==> src/rtl/cam_cap_pkg.sv <==
package cam_cap_pkg;

    localparam int DATA_W = 10;
    localparam int ENT_W  = 16;
    localparam int SZ_W   = 11;
    localparam int CNT_W  = SZ_W + 1;
    localparam int ST_W   = 5;

    localparam logic [2:0] A_CTRL = 3'd0;
    localparam logic [2:0] A_SIZE = 3'd1;
    localparam logic [2:0] A_CDIV = 3'd2;
    localparam logic [2:0] A_STAT = 3'd3;
    localparam logic [2:0] A_LVL  = 3'd4;
    localparam logic [2:0] A_DATA = 3'd5;

    localparam int ST_SOF  = 0;
    localparam int ST_EOL  = 1;
    localparam int ST_EOF  = 2;
    localparam int ST_OVR  = 3;
    localparam int ST_DONE = 4;

    // bit 0 en, 1 dma_en, [5:2] masks (sof,eol,eof,ovr), 6 pclk_en,
    // 7 mclk_en, 8 line polarity, 9 frame polarity, 10 wide, [12:11] thr
    typedef struct packed {
        logic [1:0] thr;
        logic       wide;
        logic       fpol;
        logic       lpol;
        logic       mclk_en;
        logic       pclk_en;
        logic [3:0] mask;
        logic       dma_en;
        logic       en;
    } ctrl_t;

    localparam int CTRL_W = $bits(ctrl_t);

    function automatic int thr_entries(input logic [1:0] sel, input int depth);
        case (sel)
            2'd0:    return (depth * 3) / 4;
            2'd1:    return depth / 2;
            2'd2:    return depth / 4;
            default: return 1;
        endcase
    endfunction

endpackage

==> src/rtl/cam_mclk_gen.sv <==
module cam_mclk_gen #(
    parameter int DIV_W = 8
) (
    input  logic             clk,
    input  logic             rst_n,
    input  logic             en_i,
    input  logic [DIV_W-1:0] div_i,
    output logic             mclk_o
);

    typedef struct packed {
        logic [DIV_W-1:0] cnt;
        logic             out;
    } st_t;

    st_t st_d, st_q;

    always_comb begin
        st_d = st_q;
        if (!en_i) begin
            st_d = '0;
        end else if (st_q.cnt == div_i) begin
            st_d.cnt = '0;
            st_d.out = ~st_q.out;
        end else begin
            st_d.cnt = st_q.cnt + 1'b1;
        end
    end

    always_ff @(posedge clk or negedge rst_n) begin
        if (!rst_n) st_q <= '0;
        else        st_q <= st_d;
    end

    assign mclk_o = st_q.out;

endmodule

==> src/rtl/cam_sync_track.sv <==
module cam_sync_track
    import cam_cap_pkg::*;
(
    input  logic              clk,
    input  logic              rst_n,
    input  logic              tick_i,
    input  logic              fv_i,
    input  logic              lv_i,
    input  logic [DATA_W-1:0] data_i,
    input  logic              fpol_i,
    input  logic              lpol_i,
    input  logic [SZ_W-1:0]   ppl_m1_i,
    input  logic [SZ_W-1:0]   lpf_m1_i,
    output logic              pix_vld_o,
    output logic [DATA_W-1:0] pix_o,
    output logic              sof_o,
    output logic              eol_o,
    output logic              eof_o
);

    typedef struct packed {
        logic              fv_p;
        logic              lv_p;
        logic [CNT_W-1:0]  pix_cnt;
        logic [CNT_W-1:0]  line_cnt;
        logic              pix_vld;
        logic [DATA_W-1:0] pix;
        logic              sof;
        logic              eol;
        logic              eof;
    } st_t;

    st_t st_d, st_q;

    always_comb begin
        logic             fa;
        logic             la;
        logic [CNT_W-1:0] pc;
        logic [CNT_W-1:0] lc;
        st_d         = st_q;
        st_d.pix_vld = 1'b0;
        st_d.sof     = 1'b0;
        st_d.eol     = 1'b0;
        st_d.eof     = 1'b0;
        fa = fv_i ^ fpol_i;
        la = lv_i ^ lpol_i;
        pc = st_q.pix_cnt;
        lc = st_q.line_cnt;
        if (tick_i) begin
            st_d.fv_p = fa;
            st_d.lv_p = la;
            if (fa && !st_q.fv_p) begin
                st_d.sof = 1'b1;
                pc = '0;
                lc = '0;
            end else if (fa && st_q.lv_p && !la) begin
                st_d.eol = 1'b1;
                pc = '0;
                lc = lc + 1'b1;
            end else if (!fa && st_q.fv_p && (lc == ({1'b0, lpf_m1_i} + 1'b1))) begin
                st_d.eof = 1'b1;
            end
            if (fa && la && (pc <= {1'b0, ppl_m1_i})) begin
                st_d.pix_vld = 1'b1;
                st_d.pix     = data_i;
                pc = pc + 1'b1;
            end
            st_d.pix_cnt  = pc;
            st_d.line_cnt = lc;
        end
    end

    always_ff @(posedge clk or negedge rst_n) begin
        if (!rst_n) st_q <= '0;
        else        st_q <= st_d;
    end

    assign pix_vld_o = st_q.pix_vld;
    assign pix_o     = st_q.pix;
    assign sof_o     = st_q.sof;
    assign eol_o     = st_q.eol;
    assign eof_o     = st_q.eof;

endmodule

==> src/rtl/cam_pixel_pack.sv <==
module cam_pixel_pack
    import cam_cap_pkg::*;
(
    input  logic              clk,
    input  logic              rst_n,
    input  logic              wide_i,
    input  logic              sof_i,
    input  logic              pix_vld_i,
    input  logic [DATA_W-1:0] pix_i,
    input  logic              line_end_i,
    output logic              ent_vld_o,
    output logic [ENT_W-1:0]  ent_o
);

    typedef struct packed {
        logic             half;
        logic [7:0]       hold;
        logic             vld;
        logic [ENT_W-1:0] data;
    } st_t;

    st_t st_d, st_q;

    always_comb begin
        logic h;
        st_d     = st_q;
        st_d.vld = 1'b0;
        h = sof_i ? 1'b0 : st_q.half;
        if (pix_vld_i) begin
            if (wide_i) begin
                st_d.vld  = 1'b1;
                st_d.data = {{(ENT_W-DATA_W){1'b0}}, pix_i};
            end else if (!h) begin
                st_d.hold = pix_i[7:0];
                h = 1'b1;
            end else begin
                st_d.vld  = 1'b1;
                st_d.data = {pix_i[7:0], st_q.hold};
                h = 1'b0;
            end
        end else if (line_end_i && h) begin
            st_d.vld  = 1'b1;
            st_d.data = {8'h00, st_q.hold};
            h = 1'b0;
        end
        st_d.half = h;
    end

    always_ff @(posedge clk or negedge rst_n) begin
        if (!rst_n) st_q <= '0;
        else        st_q <= st_d;
    end

    assign ent_vld_o = st_q.vld;
    assign ent_o     = st_q.data;

endmodule

==> src/rtl/cam_rx_fifo.sv <==
module cam_rx_fifo #(
    parameter int DEPTH = 64,
    parameter int W     = 16,
    localparam int PW   = (DEPTH > 1) ? $clog2(DEPTH) : 1,
    localparam int CW   = $clog2(DEPTH + 1)
) (
    input  logic          clk,
    input  logic          rst_n,
    input  logic          push_i,
    input  logic [W-1:0]  din_i,
    input  logic          pop_i,
    output logic [W-1:0]  dout_o,
    output logic [CW-1:0] cnt_o,
    output logic          empty_o,
    output logic          ovr_o
);

    typedef struct packed {
        logic [PW-1:0] wptr;
        logic [PW-1:0] rptr;
        logic [CW-1:0] cnt;
    } st_t;

    st_t st_d, st_q;
    logic [W-1:0] mem [DEPTH];
    logic full, push_ok, pop_ok;

    assign full    = (st_q.cnt == CW'(DEPTH));
    assign empty_o = (st_q.cnt == '0);
    assign push_ok = push_i && !full;
    assign pop_ok  = pop_i && !empty_o;
    assign ovr_o   = push_i && full;

    function automatic logic [PW-1:0] nxt(input logic [PW-1:0] p);
        return (p == PW'(DEPTH - 1)) ? '0 : p + 1'b1;
    endfunction

    always_comb begin
        st_d = st_q;
        if (push_ok) st_d.wptr = nxt(st_q.wptr);
        if (pop_ok)  st_d.rptr = nxt(st_q.rptr);
        case ({push_ok, pop_ok})
            2'b10:   st_d.cnt = st_q.cnt + 1'b1;
            2'b01:   st_d.cnt = st_q.cnt - 1'b1;
            default: st_d.cnt = st_q.cnt;
        endcase
    end

    always_ff @(posedge clk or negedge rst_n) begin
        if (!rst_n) st_q <= '0;
        else        st_q <= st_d;
    end

    always_ff @(posedge clk) begin
        if (push_ok) mem[st_q.wptr] <= din_i;
    end

    assign dout_o = mem[st_q.rptr];
    assign cnt_o  = st_q.cnt;

endmodule

==> src/rtl/cam_capture_top.sv <==
module cam_capture_top
    import cam_cap_pkg::*;
#(
    parameter int DEPTH = 64,
    localparam int CW   = $clog2(DEPTH + 1)
) (
    input  logic              clk,
    input  logic              rst_n,
    input  logic              cam_pclk_i,
    input  logic              cam_fv_i,
    input  logic              cam_lv_i,
    input  logic [DATA_W-1:0] cam_data_i,
    output logic              cam_mclk_o,
    input  logic              reg_wr_i,
    input  logic              reg_rd_i,
    input  logic [2:0]        reg_addr_i,
    input  logic [31:0]       reg_wdata_i,
    output logic [31:0]       reg_rdata_o,
    output logic              irq_o,
    output logic              dma_req_o
);

    typedef struct packed {
        ctrl_t           ctrl;
        logic [SZ_W-1:0] ppl;
        logic [SZ_W-1:0] lpf;
        logic [7:0]      div;
        logic [ST_W-1:0] stat;
        logic            pclk_q;
    } st_t;

    localparam ctrl_t CTRL_RST = '{mask: 4'hF, default: '0};

    st_t st_d, st_q;

    logic              tick;
    logic              pix_vld, ev_sof, ev_eol, ev_eof;
    logic [DATA_W-1:0] pix;
    logic              ent_vld;
    logic [ENT_W-1:0]  ent;
    logic              fifo_pop, fifo_empty, fifo_ovr;
    logic [ENT_W-1:0]  fifo_dout;
    logic [CW-1:0]     fifo_cnt;
    logic              unused_wdata;

    assign unused_wdata = ^{reg_wdata_i[31:27], reg_wdata_i[15:13]};

    assign tick = cam_pclk_i && !st_q.pclk_q && st_q.ctrl.en && st_q.ctrl.pclk_en;

    always_comb begin
        logic [ST_W-1:0] set_v;
        st_d        = st_q;
        st_d.pclk_q = cam_pclk_i;
        set_v       = '0;
        set_v[ST_SOF] = ev_sof;
        set_v[ST_EOL] = ev_eol;
        set_v[ST_EOF] = ev_eof;
        set_v[ST_OVR] = fifo_ovr;
        if (reg_wr_i) begin
            case (reg_addr_i)
                A_CTRL: begin
                    st_d.ctrl = ctrl_t'(reg_wdata_i[CTRL_W-1:0]);
                    if (st_q.ctrl.en && !reg_wdata_i[0]) set_v[ST_DONE] = 1'b1;
                end
                A_SIZE: begin
                    st_d.ppl = reg_wdata_i[SZ_W-1:0];
                    st_d.lpf = reg_wdata_i[16 +: SZ_W];
                end
                A_CDIV: st_d.div = reg_wdata_i[7:0];
                A_STAT: st_d.stat = st_q.stat & ~reg_wdata_i[ST_W-1:0];
                default: ;
            endcase
        end
        st_d.stat = st_d.stat | set_v;
    end

    always_ff @(posedge clk or negedge rst_n) begin
        if (!rst_n) begin
            st_q      <= '0;
            st_q.ctrl <= CTRL_RST;
        end else begin
            st_q <= st_d;
        end
    end

    always_comb begin
        case (reg_addr_i)
            A_CTRL:  reg_rdata_o = 32'(st_q.ctrl);
            A_SIZE:  reg_rdata_o = {5'b0, st_q.lpf, 5'b0, st_q.ppl};
            A_CDIV:  reg_rdata_o = {24'b0, st_q.div};
            A_STAT:  reg_rdata_o = {25'b0, fifo_empty, !fifo_empty, st_q.stat};
            A_LVL:   reg_rdata_o = 32'({fifo_cnt, 1'b0});
            A_DATA:  reg_rdata_o = {{(32-ENT_W){1'b0}}, fifo_dout};
            default: reg_rdata_o = '0;
        endcase
    end

    assign fifo_pop  = reg_rd_i && (reg_addr_i == A_DATA);
    assign irq_o     = |(st_q.stat[ST_OVR:ST_SOF] & ~st_q.ctrl.mask);
    assign dma_req_o = st_q.ctrl.dma_en &&
                       (fifo_cnt >= CW'(thr_entries(st_q.ctrl.thr, DEPTH)));

    cam_mclk_gen #(.DIV_W(8)) u_mclk (
        .clk    (clk),
        .rst_n  (rst_n),
        .en_i   (st_q.ctrl.mclk_en),
        .div_i  (st_q.div),
        .mclk_o (cam_mclk_o)
    );

    cam_sync_track u_sync (
        .clk       (clk),
        .rst_n     (rst_n),
        .tick_i    (tick),
        .fv_i      (cam_fv_i),
        .lv_i      (cam_lv_i),
        .data_i    (cam_data_i),
        .fpol_i    (st_q.ctrl.fpol),
        .lpol_i    (st_q.ctrl.lpol),
        .ppl_m1_i  (st_q.ppl),
        .lpf_m1_i  (st_q.lpf),
        .pix_vld_o (pix_vld),
        .pix_o     (pix),
        .sof_o     (ev_sof),
        .eol_o     (ev_eol),
        .eof_o     (ev_eof)
    );

    cam_pixel_pack u_pack (
        .clk        (clk),
        .rst_n      (rst_n),
        .wide_i     (st_q.ctrl.wide),
        .sof_i      (ev_sof),
        .pix_vld_i  (pix_vld),
        .pix_i      (pix),
        .line_end_i (ev_eol),
        .ent_vld_o  (ent_vld),
        .ent_o      (ent)
    );

    cam_rx_fifo #(.DEPTH(DEPTH), .W(ENT_W)) u_fifo (
        .clk     (clk),
        .rst_n   (rst_n),
        .push_i  (ent_vld),
        .din_i   (ent),
        .pop_i   (fifo_pop),
        .dout_o  (fifo_dout),
        .cnt_o   (fifo_cnt),
        .empty_o (fifo_empty),
        .ovr_o   (fifo_ovr)
    );

    logic          chk_mclk_en, chk_en, chk_dma_en;
    logic [3:0]    chk_mask;
    logic [ST_W-1:0] chk_stat;
    assign chk_mclk_en = st_q.ctrl.mclk_en;
    assign chk_en      = st_q.ctrl.en;
    assign chk_dma_en  = st_q.ctrl.dma_en;
    assign chk_mask    = st_q.ctrl.mask;
    assign chk_stat    = st_q.stat;

endmodule

==> config.mk <==
export PLATFORM = sky130hd
export DESIGN_NAME = cam_capture_top
export DESIGN_NICKNAME = d
export VERILOG_FILES = /design/src/rtl/cam_cap_pkg.sv /design/src/rtl/cam_mclk_gen.sv /design/src/rtl/cam_sync_track.sv /design/src/rtl/cam_pixel_pack.sv /design/src/rtl/cam_rx_fifo.sv /design/src/rtl/cam_capture_top.sv
export SDC_FILE = /design/constraint.sdc
export NUM_CORES = 1
export LEC_CHECK = 0
export BUFFER_PORTS_ARGS = -buffer_cell sky130_fd_sc_hd__buf_2
export CAP_MARGIN = 20
export CORE_UTILIZATION = 45
export CTS_BUF_LIST = sky130_fd_sc_hd__clkbuf_8
export DETAILED_ROUTE_END_ITERATION = 8
export SLEW_MARGIN = 20
export SYNTH_ARGS = -nofsm -noshare
export SYNTH_HDL_FRONTEND = slang
export SYNTH_SLANG_ARGS = --single-unit
export TNS_END_PERCENT = 50
==> constraint.sdc <==
create_clock -name clk -period 4 [get_ports clk]
set_clock_uncertainty 0.05 [all_clocks]
set_input_delay 0.8 -clock clk [delete_from_list [all_inputs] [get_ports clk]]
set_output_delay 0.8 -clock clk [all_outputs]
set_load 0.01 [all_outputs]
Word level (Yosys, flattened, before mapping)
Memory sizes are Yosys's and may differ from the RTL's.
Cells that the tools add are included.
{"block": "classes", "muxes": 37, "n_addsub": 8, "n_bitwise": 10, "n_shift": 0, "n_div": 0, "order_cmp": 2, "n_eq_ne": 16, "n_reduce_logical": 38, "multipliers": 0}
{"cell": "$pmux W27 S6", "n": 1}
{"cell": "$mux W12", "n": 6}
{"cell": "$mux W17", "n": 4}
{"cell": "$add A12 B1 Y12 const B", "n": 2}
{"cell": "$pmux W6 S3", "n": 1}
{"cell": "$logic_and A1 B1 Y1", "n": 17}
{"cell": "$mux W1", "n": 15}
{"cell": "$mux W14", "n": 1}
{"cell": "$pmux W7 S2", "n": 1}
{"cell": "$add A11 B1 Y12 const B", "n": 1}
{"cell": "$add A6 B1 Y6 const B", "n": 2}
{"cell": "$eq A12 B12 Y1", "n": 1}
{"cell": "$eq A6 B6 Y1 const B", "n": 2}
{"cell": "$le A12 B11 Y1", "n": 1}
{"cell": "$mux W6", "n": 2}
{"cell": "$reduce_and A2 Y1", "n": 6}
{"cell": "$mux W11", "n": 1}
{"cell": "$mux W5", "n": 2}
{"cell": "$mux W9", "n": 1}
{"cell": "$add A8 B1 Y8 const B", "n": 1}
{"cell": "$eq A8 B8 Y1", "n": 1}
{"cell": "$mux W8", "n": 1}
{"cell": "$add A7 B1 Y7 const B", "n": 1}
{"cell": "$eq A7 B7 Y1 const B", "n": 1}
{"cell": "24 further kinds", "n": 39}
{"block": "totals", "n_memories": 1, "output_inout_bits": 35, "mem_bits_rw": 1024, "latchBits": 0, "mem_bits_ro": 0, "regBits": 143}
{"memory": "u_fifo.mem", "depth": 64, "width": 16, "read_ports": 1, "rd_ports_with_merged_regs": 0, "wr": 1, "line": "cam_rx_fifo.sv:25", "source": "logic [W-1:0] mem [DEPTH];"}

Logic depth before layout (Yosys ltp)
{"block": "logic_depth", "word_depth": 10, "mapped_depth": 16, "mapped_depth_nobuf": 15}

Modules after synthesis
From an unflattened synthesis, not the netlist that was laid out.
{"block": "unflattened", "hier_cells": 2574, "area_unflattened_um2": 47872.2}
{"module": "cam_rx_fifo", "cells_per_inst": 1873, "instances": 1, "seq_area_each_um2": 31224.9, "area_each_um2": 40641.5}
{"module": "cam_capture_top", "cells_per_inst": 228, "instances": 1, "seq_area_each_um2": 1231.2, "area_each_um2": 2693.8}
{"module": "cam_sync_track", "cells_per_inst": 301, "instances": 1, "seq_area_each_um2": 1001.0, "area_each_um2": 2685.1}
{"module": "cam_pixel_pack", "cells_per_inst": 126, "instances": 1, "seq_area_each_um2": 650.6, "area_each_um2": 1371.3}
{"module": "cam_mclk_gen", "cells_per_inst": 46, "instances": 1, "seq_area_each_um2": 225.2, "area_each_um2": 480.5}

Worst setup path after synthesis
OpenSTA, ideal clock, no wires.
{"block": "synth_timing", "kind": "input port to flip-flop", "startpoint": "input port cam_lv_i", "endpoint": "register u_sync.st_q, in the netlist u_sync.pix_o[0]", "t_required_ns": 3.822, "cell_stages": 12, "path_buffers": 2, "setup_slack_ns": 0.320, "setup_ns": 0.128, "arrival_ns": 3.502, "cell_sequence": "xnor2_2 > o2111ai_4 > clkbuf_1 > and2_1 > ha_1 > and3_1 > nand4_1 > a2111oi_0 > a211oi_2 > a41oi_1 > buf_2 > mux2_1"}
{"block": "synth_via", "elab_chain_cells": 9, "word_cells_on_any_way": 10, "classes_between": "order compare (1); mux (3); bitwise (1); reduce/logical (5)"}
{"item": "start: declaration", "line": "cam_capture_top.sv:11", "source": "input logic cam_lv_i,"}
{"item": "$xor A1 B1 Y1 (*)", "line": "cam_sync_track.sv:46", "source": "la = lv_i ^ lpol_i;"}
{"item": "$logic_not A1 Y1", "line": "cam_sync_track.sv:56", "source": "end else if (fa && st_q.lv_p && !la) begin"}
{"item": "$logic_and A1 B1 Y1", "line": "cam_sync_track.sv:56"}
{"item": "$mux W12", "line": "cam_sync_track.sv:56"}
{"item": "$mux W12", "line": "cam_sync_track.sv:52", "source": "if (fa && !st_q.fv_p) begin"}
{"item": "$mux W12", "line": "cam_sync_track.sv:49", "source": "if (tick_i) begin"}
{"item": "$le A12 B11 Y1", "line": "cam_sync_track.sv:63", "source": "if (fa && la && (pc <= {1'b0, ppl_m1_i})) begin"}
{"item": "$logic_and A1 B1 Y1 (*)", "line": "cam_sync_track.sv:63"}
{"item": "$reduce_and A2 Y1 (no source line) (*)"}
{"item": "end signal: assignment", "line": "cam_sync_track.sv:75", "source": "else st_q <= st_d;"}
{"item": "end: declaration", "line": "cam_sync_track.sv:33", "source": "st_t st_d, st_q;"}
Every way passes the cells marked *; elsewhere a longest branch is shown, timed or not. The select of a mux whose other input is x is not followed.
A chain may end at the register's enable or synchronous reset.

Worst setup path after layout
{"block": "layout_timing", "startpoint": "register u_fifo.st_q[7] in the netlist's numbering", "endpoint": "output port reg_rdata_o[15]"}
{"block": "layout_via", "elab_chain_cells": 2}
{"item": "start: declaration", "line": "cam_rx_fifo.sv:24", "source": "st_t st_d, st_q;"}
{"item": "start signal: assignment", "line": "cam_rx_fifo.sv:51", "source": "else st_q <= st_d;"}
{"item": "$mem_v2 Z64 W16"}
{"item": "$pmux W27 S6", "line": "cam_capture_top.sv:87", "source": "case (reg_addr_i)"}
{"item": "end: declaration", "line": "cam_capture_top.sv:18", "source": "output logic [31:0] reg_rdata_o,"}
No other way between the ends.

==> impl_metrics.json <==
{
  "hold_class": "input pin to register",
  "rows": 117,
  "initial_core_util": 0.4571,
  "rsz0062_at_grt": "true",
  "p_per_area_mw_per_mm2": 600.2,
  "hold_slack_ps": 106.5,
  "area_growth_pct": 15.28,
  "core_area_mm2": 0.1025,
  "io_buffer_count": 73,
  "dominantRegCellSynth": "edfxtp_1",
  "finalMaxSlewViolations": 0,
  "setup_viol": 16,
  "die_area_mm2": 0.1054,
  "final_layout_size_suffix_gt1_frac": 0.3258,
  "period_minus_slack_ps": 4614,
  "die_w_um": 324.6,
  "tns_ps": -8308,
  "syn_area_per_cell_um2": 19.85,
  "cts_root_buf": "clkbuf_8",
  "synth_area_mm2": 0.04684,
  "track_usage": 0.2131,
  "p_leak_nw": 17.67,
  "setup_ws_ps": -613.9,
  "synthArstFlopShare": 0.1225,
  "numCtsBuffers": 185,
  "yosysSeqAreaShare": 0.7329,
  "grt_pass1_wl_mm": 165.5,
  "min_period_over_period": 1.153,
  "worstMarginPinSlew_ps": 1020,
  "violations": "setup timing",
  "synth_edf_count": 1024,
  "clockBufferDepth": 3,
  "grt_pass1_vias": 25333,
  "outcome": "complete, but fails checks",
  "viasPerCell": 5.752,
  "vias": 24215,
  "crit_buf_inv": 4,
  "antenna_left": 0,
  "dp_hpwl_mm": 65.60,
  "dr.pass1.iters": 5,
  "hold_violations": 0,
  "fmaxAchievable_mhz": 216.7,
  "drtIter0Drc": 2269,
  "wl_per_cell_um": 26.26,
  "cp_cell_sequence": "buf_12, buf_6, buf_12, mux4_2, mux4_2, mux4_2, and2_4, buf_2",
  "cp-end-kind": "output port",
  "critical-path-max-stage-delay_ps": 610,
  "startpoint_type": "register",
  "critical_path_required_ps": 3150,
  "maxCapViolCount": 0,
  "gp_congestion": 0.8471,
  "irDropWorstVdd_mv": 0.4286,
  "wl_mm": 110.6,
  "synth_cell_types": 67,
  "cts.sinks": 1167,
  "syn_inst": 2360,
  "ioPinCount": 87,
  "synth-seq-cells": 1167,
  "nets": 2767,
  "cts_htree_levels": 4,
  "cp_common_cell": "mux4_2",
  "timing.slew.headroom": 0.3175,
  "pre_cts_ws_ps": -25.00,
  "yosysWarnings": 0,
  "drc": 0,
  "antenna_found_initial": 2,
  "die_y_um": 324.6,
  "cts.clk_slew.worst_paths_ps": 60,
  "fin_total_pwr_mw": 32.41,
  "clock_latency_ps": 860,
  "crit_path_max_fanout": 8,
  "cts_tree": "built",
  "cp_slowest_cell": "mux4_2",
  "worstPathArrival_ps": 3760,
  "cp_top_family": "multiplexers",
  "overflow": 0,
  "grt_max_degree": 83,
  "path_class": "register to output port"
}
-- per-stage QoR --
stage	instances	instance area, um^2	util
floorplan	2364	46860	-
global placement	3841	49920	0.4872
detailed placement	3841	49930	0.4872
CTS	4199	53860	0.5256
global route	4208	54000	0.5269
finish	4210	54000	0.5270
-- worst reg2reg max path, delay by kind of cell, from the launching register on --
kind,cells,cell delay [ps]
AO/OA/AOI/OAI,3,540
XOR/XNOR,1,160
adder cells (fa/ha/maj),2,680
buffers and inverters,2,200
flip-flops,1,440
AND/OR/NAND/NOR,7,1490
-- power breakdown --
group	leakage, nW	internal (mW)	switching, mW
sequential	10.6	14.3	1.10
combinational	5.05	3.91	3.56
clock	1.99	4.83	4.69
-- state kept, by name, indices dropped and copies added, names as in the netlist, 4 cells and up --
register and cells:
st_q 37, u_fifo.mem 1024, u_fifo.cnt_o 7, u_sync.st_q 26, chk_stat 5, u_pack.ent_o 16
u_mclk.st_q 8, u_fifo.st_q 12, u_sync.pix_o 10, chk_mask 4, u_pack.st_q 9
-- logic make-up after synthesis --
logic type	Yosys count	synth area share
xor gates and xnor gates	54	0.01026
other	1	0.00008005
AOI/OAI and AO/OA	167	0.02361
DFF	1167	0.7329
buffers and inverters	157	0.01432
adders and majority gates	27	0.007372
muxes	407	0.1728
and+or+nand+nor	380	0.03868
-- routing by layer --
layer	share of wire	vias up	wire, um	global-route usage
li1	-	10280	-	-
met4	0.021	0	2308	0.06153
met2	0.51	805	56090	0.3562
met3	0.058	149	6386	0.03719
met1	0.41	12981	45770	0.2876
met5	0	-	0	0
-- worst paths after layout --
check	startpoint	to	slack (ps)	depth (start not counted)
max	u_fifo.st_q[7]$_DFFE_PN0P_	reg_rdata_o[15]	-610	8
min	cam_data_i[2]	u_sync.pix_o[2]$_DFFE_PN0P_	110	2
max reg2reg	u_fifo.cnt_o[1]$_DFFE_PN0P_	u_fifo.cnt_o[6]$_DFFE_PN0P_	370	15
min reg2reg	u_sync.pix_o[9]$_DFFE_PN0P_	u_sync.pix_o[9]$_DFFE_PN0P_	450	1
max in group asynchronous	rst_n	u_pack.ent_o[3]$_DFFE_PN0P_	2480	3
min in group asynchronous	rst_n	u_mclk.st_q[6]$_DFF_PN0_	510	2
-- cell usage after synthesis (10+ instances only) --
master / n / area (um^2)
nor3_1: 15 / 75.07
ha_1: 26 / 325.3
clkbuf_1: 60 / 225.2
and3_1: 15 / 93.84
a21oi_1: 25 / 125.1
xor2_1: 24 / 210.2
mux2_1: 10 / 112.6
buf_1: 22 / 82.58
inv_1: 34 / 127.6
mux4_2: 316 / 7117
nand2_1: 95 / 356.6
a22oi_1: 11 / 82.58
edfxtp_1: 1024 / 30750
o21ai_1: 13 / 65.06
xnor2_1: 29 / 254.0
mux2_2: 42 / 473.0
a21o_1: 10 / 75.07
nand3_1: 33 / 165.2
dfrtp_1: 139 / 3478
nor2_1: 131 / 491.7
buf_4: 12 / 90.09
and2_1: 30 / 187.7
o21ai_0: 44 / 220.2
buf_2: 29 / 145.1
mux2i_1: 39 / 390.4
-- cell type report --
| type | count | area, um^2 |
|---|---|---|
| Multi-Input combinational cell | 1040 | 12010 |
| Inverter | 34 | 127.6 |
| Fill cell | 8069 | 48470 |
| Clock inverter | 142 | 782.0 |
| Antenna cell | 3 | 7.507 |
| Timing Repair Buffer | 260 | 2272 |
| Tap cell | 1368 | 1712 |
| Clock buffer | 196 | 2698 |
| Sequential cell | 1167 | 34390 |
-- placed cells by master, fill, tap and decap left out, types with 10 or more instances in the layout --
cell type     n
buf_12       21
and3_1       14
clkinv_1     45
dfrtp_4      14
dfrtp_1     119
ha_1         26
xor2_1       24
nor2_1      125
buf_4       145
xnor2_1      29
nand2_1      95
o21ai_0      44
clkinv_2     21
mux4_2      316
a21o_1       10
inv_1        89
mux2_2       42
mux2_1       10
buf_2        71
a21oi_1      21
clkbuf_8    196
nand3_1      33
nor3_1       13
edfxtp_1   1024
and2_1       28
mux2i_1      34
-- repair_timing --
item | CTS | global route
endpoints found under the hold margin | 78 | 0
pin swaps | 4 | 3
setup buffers | 15 | 6
gates resized for setup | 50 | 7
endpoints found under the setup margin | 16 | 16
cloned | 3 | 1
hold buffers | 2 | 0
(Power assumes the default switching activity.)
